$ cat config.mk
export PLATFORM = sky130hd
export DESIGN_NAME = bw_phase_mult
export DESIGN_NICKNAME = d
export VERILOG_FILES = /design/src/rtl/bwm_pkg.sv /design/src/rtl/booth_recode.sv /design/src/rtl/booth_row.sv /design/src/rtl/csa3.sv /design/src/rtl/cla_adder.sv /design/src/rtl/bw_phase_mult.sv
export SDC_FILE = /design/constraint.sdc
export NUM_CORES = 1
export LEC_CHECK = 0
export BUFFER_PORTS_ARGS = -buffer_cell sky130_fd_sc_hd__buf_2
export CORE_MARGIN = 4
export CORE_UTILIZATION = 50
export DETAILED_ROUTE_END_ITERATION = 8
export PLACE_DENSITY = 0.7
export SYNTH_ARGS = -nofsm -noshare
export SYNTH_HDL_FRONTEND = slang
export SYNTH_SLANG_ARGS = --single-unit
$ cat constraint.sdc
create_clock -name clk -period 5.7 [get_ports clk]
set_input_delay 0.57 -clock clk [delete_from_list [all_inputs] [get_ports clk]]
set_output_delay 0.57 -clock clk [all_outputs]
set_load 0.03 [all_outputs]
$ cat src/rtl/bwm_pkg.sv
package bwm_pkg;

  // Carry into position k of a lookahead group, written as a flat sum of products
  function automatic logic la_carry(logic [15:0] g, logic [15:0] p, logic cin, int k);
    logic acc;
    logic term;
    acc = 1'b0;
    for (int j = 0; j < k; j++) begin
      term = g[j];
      for (int m = j + 1; m < k; m++) term = term & p[m];
      acc = acc | term;
    end
    term = cin;
    for (int m = 0; m < k; m++) term = term & p[m];
    return acc | term;
  endfunction

  // Rows left after one carry-save level
  function automatic int next_rows(int n);
    return 2 * (n / 3) + (n % 3);
  endfunction

  function automatic int tree_levels(int n);
    int lv;
    int r;
    lv = 0;
    r  = n;
    while (r > 2) begin
      r  = next_rows(r);
      lv = lv + 1;
    end
    return lv;
  endfunction

  function automatic int rows_at_level(int n, int l);
    int r;
    r = n;
    for (int i = 0; i < l; i++) r = next_rows(r);
    return r;
  endfunction

  // Constant that undoes the inverted top bit of every row (mod 2^(2w))
  function automatic logic [63:0] sign_fix(int w);
    logic [63:0] s;
    s = '0;
    for (int i = 0; i < w / 2; i++) s = s + (64'd1 << (w + 2 * i));
    return 64'd0 - s;
  endfunction

endpackage

$ cat src/rtl/booth_recode.sv
module booth_recode (
  input  logic [2:0] trip,
  output logic       sel_one,
  output logic       sel_two,
  output logic       neg
);
  // trip = {b[2i+1], b[2i], b[2i-1]}
  assign sel_one = trip[1] ^ trip[0];
  assign sel_two = (trip[2] & ~trip[1] & ~trip[0]) | (~trip[2] & trip[1] & trip[0]);
  assign neg     = trip[2] & ~(trip[1] & trip[0]);
endmodule

$ cat src/rtl/booth_row.sv
module booth_row #(
  parameter int W   = 8,
  parameter int IDX = 0
) (
  input  logic [W-1:0]   x,
  input  logic           sel_one,
  input  logic           sel_two,
  input  logic           neg,
  output logic [2*W-1:0] row
);
  localparam int SH = 2 * IDX;

  logic [W:0] xs;   // x sign-extended by one bit
  logic [W:0] xd;   // 2x
  logic [W:0] p;

  assign xs = {x[W-1], x};
  assign xd = {x, 1'b0};

  for (genvar j = 0; j <= W; j++) begin : g_bit
    assign p[j] = ((sel_one & xs[j]) | (sel_two & xd[j])) ^ neg;
  end

  // top bit inverted instead of sign replication; correction row fixes the total
  assign row = {{(W-1){1'b0}}, ~p[W], p[W-1:0]} << SH;
endmodule

$ cat src/rtl/csa3.sv
module csa3 #(
  parameter int N = 16
) (
  input  logic [N-1:0] a,
  input  logic [N-1:0] b,
  input  logic [N-1:0] c,
  output logic [N-1:0] s,
  output logic [N-1:0] cy
);
  assign s  = a ^ b ^ c;
  assign cy = ((a & b) | (a & c) | (b & c)) << 1;
endmodule

$ cat src/rtl/cla_adder.sv
module cla_adder #(
  parameter int N   = 16,
  parameter int BLK = 4
) (
  input  logic [N-1:0] a,
  input  logic [N-1:0] b,
  output logic [N-1:0] sum
);
  import bwm_pkg::*;

  localparam int NB = N / BLK;

  logic [N-1:0]  g;
  logic [N-1:0]  p;
  logic [N-1:0]  c;
  logic [NB-1:0] bg;
  logic [NB-1:0] bp;
  logic [NB-1:0] cblk;

  assign g = a & b;
  assign p = a ^ b;

  always_comb begin
    for (int k = 0; k < NB; k++) begin
      bg[k] = la_carry(16'(g[k*BLK +: BLK]), 16'(p[k*BLK +: BLK]), 1'b0, BLK);
      bp[k] = &p[k*BLK +: BLK];
    end
    for (int k = 0; k < NB; k++) begin
      cblk[k] = la_carry(16'(bg), 16'(bp), 1'b0, k);
    end
    for (int k = 0; k < NB; k++) begin
      for (int j = 0; j < BLK; j++) begin
        c[k*BLK + j] = la_carry(16'(g[k*BLK +: BLK]), 16'(p[k*BLK +: BLK]), cblk[k], j);
      end
    end
  end

  assign sum = p ^ c;
endmodule

$ cat src/rtl/bw_phase_mult.sv
module bw_phase_mult #(
  parameter int W = 8
) (
  input  logic           clk,
  input  logic           rst_n,
  input  logic [W-1:0]   mcand,
  input  logic [W-1:0]   mplier,
  output logic [2*W-1:0] product
);
  import bwm_pkg::*;

  localparam int PW   = 2 * W;
  localparam int NPP  = W / 2;
  localparam int NIN  = NPP + 1;
  localparam int NLEV = tree_levels(NIN);
  localparam logic [PW-1:0] CORR = PW'(sign_fix(W));

  logic [W-1:0]  a_q;
  logic [W-1:0]  b_q;
  logic [W:0]    b_ext;
  logic [2:0]    trip   [NPP];
  logic [NPP-1:0] one_v;
  logic [NPP-1:0] two_v;
  logic [NPP-1:0] neg_v;
  logic [PW-1:0] pp_row [NPP];
  logic [PW-1:0] corr_row;
  logic [PW-1:0] lv     [NLEV+1][NIN];
  logic [PW-1:0] sum_final;

  // operand registers
  always_ff @(posedge clk or negedge rst_n) begin
    if (!rst_n) begin
      a_q <= '0;
      b_q <= '0;
    end else begin
      a_q <= mcand;
      b_q <= mplier;
    end
  end

  assign b_ext = {b_q, 1'b0};

  // recoding and partial-product rows
  for (genvar i = 0; i < NPP; i++) begin : g_pp
    assign trip[i] = b_ext[2*i+2 -: 3];

    booth_recode u_enc (
      .trip    (trip[i]),
      .sel_one (one_v[i]),
      .sel_two (two_v[i]),
      .neg     (neg_v[i])
    );

    booth_row #(.W(W), .IDX(i)) u_row (
      .x       (a_q),
      .sel_one (one_v[i]),
      .sel_two (two_v[i]),
      .neg     (neg_v[i]),
      .row     (pp_row[i])
    );

    assign lv[0][i] = pp_row[i];

    AST_DIGIT_VALUE: assert property (@(posedge clk) disable iff (!rst_n)
      ((two_v[i] ? 2 : (one_v[i] ? 1 : 0)) * (neg_v[i] ? -1 : 1)) ==
      (int'(trip[i][1]) + int'(trip[i][0]) - 2 * int'(trip[i][2])))
      else $error("digit mismatch");
    AST_NEG_NONZERO: assert property (@(posedge clk) disable iff (!rst_n)
      neg_v[i] |-> (one_v[i] | two_v[i]))
      else $error("negation on zero digit");
  end

  // correction row: sign-fix constant plus the +1 of every negative row
  always_comb begin
    corr_row = CORR;
    for (int i = 0; i < NPP; i++) corr_row[2*i] = corr_row[2*i] | neg_v[i];
  end
  assign lv[0][NPP] = corr_row;

  // carry-save reduction tree
  for (genvar l = 0; l < NLEV; l++) begin : g_lvl
    localparam int NR = rows_at_level(NIN, l);
    localparam int NG = NR / 3;
    localparam int NL = NR % 3;
    localparam int NN = 2 * NG + NL;
    for (genvar g = 0; g < NG; g++) begin : g_csa
      csa3 #(.N(PW)) u_csa (
        .a  (lv[l][3*g]),
        .b  (lv[l][3*g+1]),
        .c  (lv[l][3*g+2]),
        .s  (lv[l+1][2*g]),
        .cy (lv[l+1][2*g+1])
      );
    end
    for (genvar k = 0; k < NL; k++) begin : g_pass
      assign lv[l+1][2*NG+k] = lv[l][3*NG+k];
    end
    for (genvar k = NN; k < NIN; k++) begin : g_zero
      assign lv[l+1][k] = '0;
    end
  end

  cla_adder #(.N(PW), .BLK(4)) u_cla (
    .a   (lv[NLEV][0]),
    .b   (lv[NLEV][1]),
    .sum (sum_final)
  );

  always_ff @(posedge clk or negedge rst_n) begin
    if (!rst_n) product <= '0;
    else        product <= sum_final;
  end

  // ---------------- checks on internal events ----------------
  logic [PW-1:0] rows_total;
  logic [PW-1:0] tree_pair;
  logic [PW-1:0] a_wide;
  logic [PW-1:0] b_wide;

  always_comb begin
    rows_total = '0;
    for (int i = 0; i < NIN; i++) rows_total = rows_total + lv[0][i];
  end
  assign tree_pair = lv[NLEV][0] + lv[NLEV][1];
  assign a_wide    = {{W{a_q[W-1]}}, a_q};
  assign b_wide    = {{W{b_q[W-1]}}, b_q};

  AST_TREE_SUM: assert property (@(posedge clk) disable iff (!rst_n)
    tree_pair == rows_total) else $error("tree sum");
  AST_CLA_SUM: assert property (@(posedge clk) disable iff (!rst_n)
    sum_final == tree_pair) else $error("adder sum");
  AST_ONE_CYCLE: assert property (@(posedge clk) disable iff (!rst_n)
    1'b1 |=> product == $past(a_wide * b_wide)) else $error("product latency");
  AST_RESET_CLEAR: assert property (@(posedge clk)
    !rst_n |=> product == '0) else $error("reset value");

endmodule

==> qor.yml <==
outcome:
  status: "finished clean"
power_and_ir_drop:
  swShare: 0.449
  powerDensity_nw_per_um2: 377
  p_int_uw: 707
  clockPowerShare: 0.139
  p_sw_uw: 576
  pwr-share-comb: 0.607
  seqPwrFrac: 0.254
  power.leakage_nw: 1.70
  worst_ir_drop_vdd_mv: 0.331
final_layout:
  area_growth_pct: 7.55
  nets: 417
  final_cell_count_no_fill: 421
  drive_gt1_frac: 0.165
  antenna_cells: 0
  mostFrequentLayoutCells: "ha_1, inv_1, buf_2"
  final_common_cell: "ha_1"
  final_cell_area_sq_um: 3410
die:
  initial_core_util: 0.526
  io_pins: 34
  die_h_microns: 87.6
  core_area_sq_um: 6030
  rows: 28
  die_area_sq_um: 7670
  die_w_microns: 87.6
clock_network:
  cts_tree: "yes"
  cts_buffers: 5
  cts-root-buf: "clkbuf_8"
  cts_setup_buffers: 0
  htree_levels: 2
  cts_resized: 0
  clock_latency_ns: 0.28
  clock_sinks: 32
  hold_buffers: 0
  cts.clk_slew.worst_paths_ns: 0.07
  cts_buffer_depth: 2
route:
  drc: 0
  wl_per_cell_microns: 15.6
  drt_iter0_drc: 141
  final_antenna_net_count: 0
  route.vias.total: 2427
  viasPerCell: 5.76
  routed_wl_mm: 6.57
  drtPass1Iterations: 4
sta:
  hold_viol_final: 0
  max_freq_mhz: 211
  min_period_ns: 4.73
  finalClockSkew_ns: 0.00554
  slew_headroom: 0.419
  finalCritPeriodShare: 0.830
  final-setup-viol-count: 0
  tns_ns: 0
  worst_slew_pin_slew_ns: 0.867
  rsz0062_at_grt: "false"
  slew_violations: 0
worst_hold_path:
  hold_path_class: "in2async"
global_routing:
  gr-total-overflow: 0
  grt_max_degree: 33
  grt_pass1_vias: 2274
  antenna_found_initial: 0
  grt_pass1_wl_mm: 11.1
  gr-usage-all-layers: 0.185
yosys:
  synth_seq_cells: 32
  syn_avg_cell_area_sq_um: 9.65
  netlist_instances: 328
  synth_cell_types: 38
  ys_warn_count: 0
  seq_area_frac_synth: 0.253
  synth-edff-count: 0
  netlist_area_sq_um: 3170
  synthesis.nets: 400
  async_flop_share: 1.00
  synth_flop_cell: "dfrtp_1"
place:
  portBuffers: 33
  dp_cells: 413
  place.gp.congestion: 0.815
  place_area_sq_um: 3310
  dp.final_hpwl_mm: 5.01
critical_path:
  r2r-end: "product[14]"
  cp-start-kind: "register"
  rr_worst_depth: 15
  critical_path_class: "reg2reg"
  arrival_ns: 4.94
  required_ns: 5.91
  regToRegStartpoint: "b_q[3]"
  reg2reg_setup_slack_ns: 0.97
  cp_max_fo: 16
  crit_path_end_kind: "register"
flow_run:
  cap_violations: 0
==> how the worst max path moves through the flow <==
| stage | cells after the start | slack, ns | end | from |
|---|---|---|---|---|
| 2_1_floorplan | 16 | 1.32 | product[14] | b_q[3] |
| 3_3_place_gp | 15 | 1.12 | product[14] | b_q[3] |
| 3_5_place_dp | 15 | 0.95 | product[14] | b_q[3] |
| 4_1_cts | 15 | 0.93 | product[14] | b_q[3] |
| 5_1_grt | 15 | 0.73 | product[14] | b_q[3] |
| 6_report | 15 | 0.97 | product[14] | b_q[3] |
==> area by class of cell <==
type | instances | area, sq um
Fill cell | 534 | 2620
Multi-Input combinational cell | 236 | 2100
Sequential cell | 32 | 801
Timing Repair Buffer | 37 | 195
Inverter | 33 | 124
Tap cell | 75 | 93.8
Clock buffer | 6 | 82.6
Clock inverter | 2 | 10.0
==> metal layers <==
| metal | part of all wire | global-route usage |
|---|---|---|
| met4 | 0.0084 | 0.0404 |
| met1 | 0.47 | 0.262 |
| met2 | 0.48 | 0.296 |
| met5 | 0 | 0 |
| met3 | 0.041 | 0.0339 |
==> registers in the layout, summed over array words and instances (netlist names) <==
register and flops:
b_q 8, a_q 8, product 16
==> cells in the mapped netlist (2+ instances only) <==
cell type | n | share of area
and3_1 | 13 | 0.026
nand3_1 | 9 | 0.014
inv_1 | 33 | 0.039
nand2b_1 | 4 | 0.0079
o21ai_1 | 8 | 0.013
a211oi_1 | 4 | 0.0095
buf_2 | 9 | 0.014
ha_1 | 37 | 0.15
o31ai_1 | 2 | 0.0047
nand2_1 | 5 | 0.0059
buf_6 | 2 | 0.0071
and3b_1 | 3 | 0.0083
nor3_1 | 2 | 0.0032
a21o_1 | 10 | 0.024
o21ai_0 | 7 | 0.011
a21oi_1 | 22 | 0.035
o21a_1 | 13 | 0.031
and4b_1 | 9 | 0.028
clkbuf_1 | 11 | 0.013
nor3b_2 | 2 | 0.0079
xor2_1 | 14 | 0.039
fa_1 | 17 | 0.11
o211ai_1 | 19 | 0.045
a211oi_2 | 8 | 0.032
buf_4 | 4 | 0.0095
nor2_1 | 9 | 0.011
nor2b_1 | 5 | 0.0099
o211a_1 | 3 | 0.0095
xnor2_1 | 4 | 0.011
dfrtp_1 | 32 | 0.25
==> power groups by stage <==
stage | clock network, mW | logic [mW] | registers, mW
after floorplan | 0 | 0.500 | 0.427
after global placement | 0 | 0.776 | 0.329
after detailed placement | 0 | 0.788 | 0.329
after CTS | 0.184 | 0.797 | 0.326
after global routing | 0.195 | 0.884 | 0.333
final | 0.179 | 0.779 | 0.326
==> through the flow <==
stage	hold slack [ns]	setup WS [ns]	utilization	power (mW)
6_report	0.336	0.971	0.565	1.28
5_1_grt	0.375	0.730	0.565	1.41
4_1_cts	0.359	0.929	0.565	1.31
3_5_place_dp	0.665	0.946	0.550	1.12
3_3_place_gp	0.649	1.12	0.550	1.11
2_1_floorplan	0.274	1.32	-	0.927
==> critical path, cell delays in order (launching register included) <==
cell	delay (ns)
dfrtp_1	0.49
ha_1	0.56
a21o_1	0.26
o211ai_1	0.25
fa_1	0.48
fa_1	0.51
inv_1	0.06
fa_1	0.45
ha_1	0.32
o21a_1	0.19
o2bb2ai_1	0.19
o211ai_1	0.19
ha_1	0.25
o21a_1	0.19
o21a_1	0.18
nor2_1	0.09
==> kinds of logic after synthesis <==
family | synth area share
AO/OA/AOI/OAI | 0.225
AND/OR/NAND/NOR | 0.135
adder cells (fa/ha/maj) | 0.254
XOR/XNOR | 0.0498
buffers and inverters | 0.0842
flip-flops | 0.253
(Power assumes the default switching activity.)
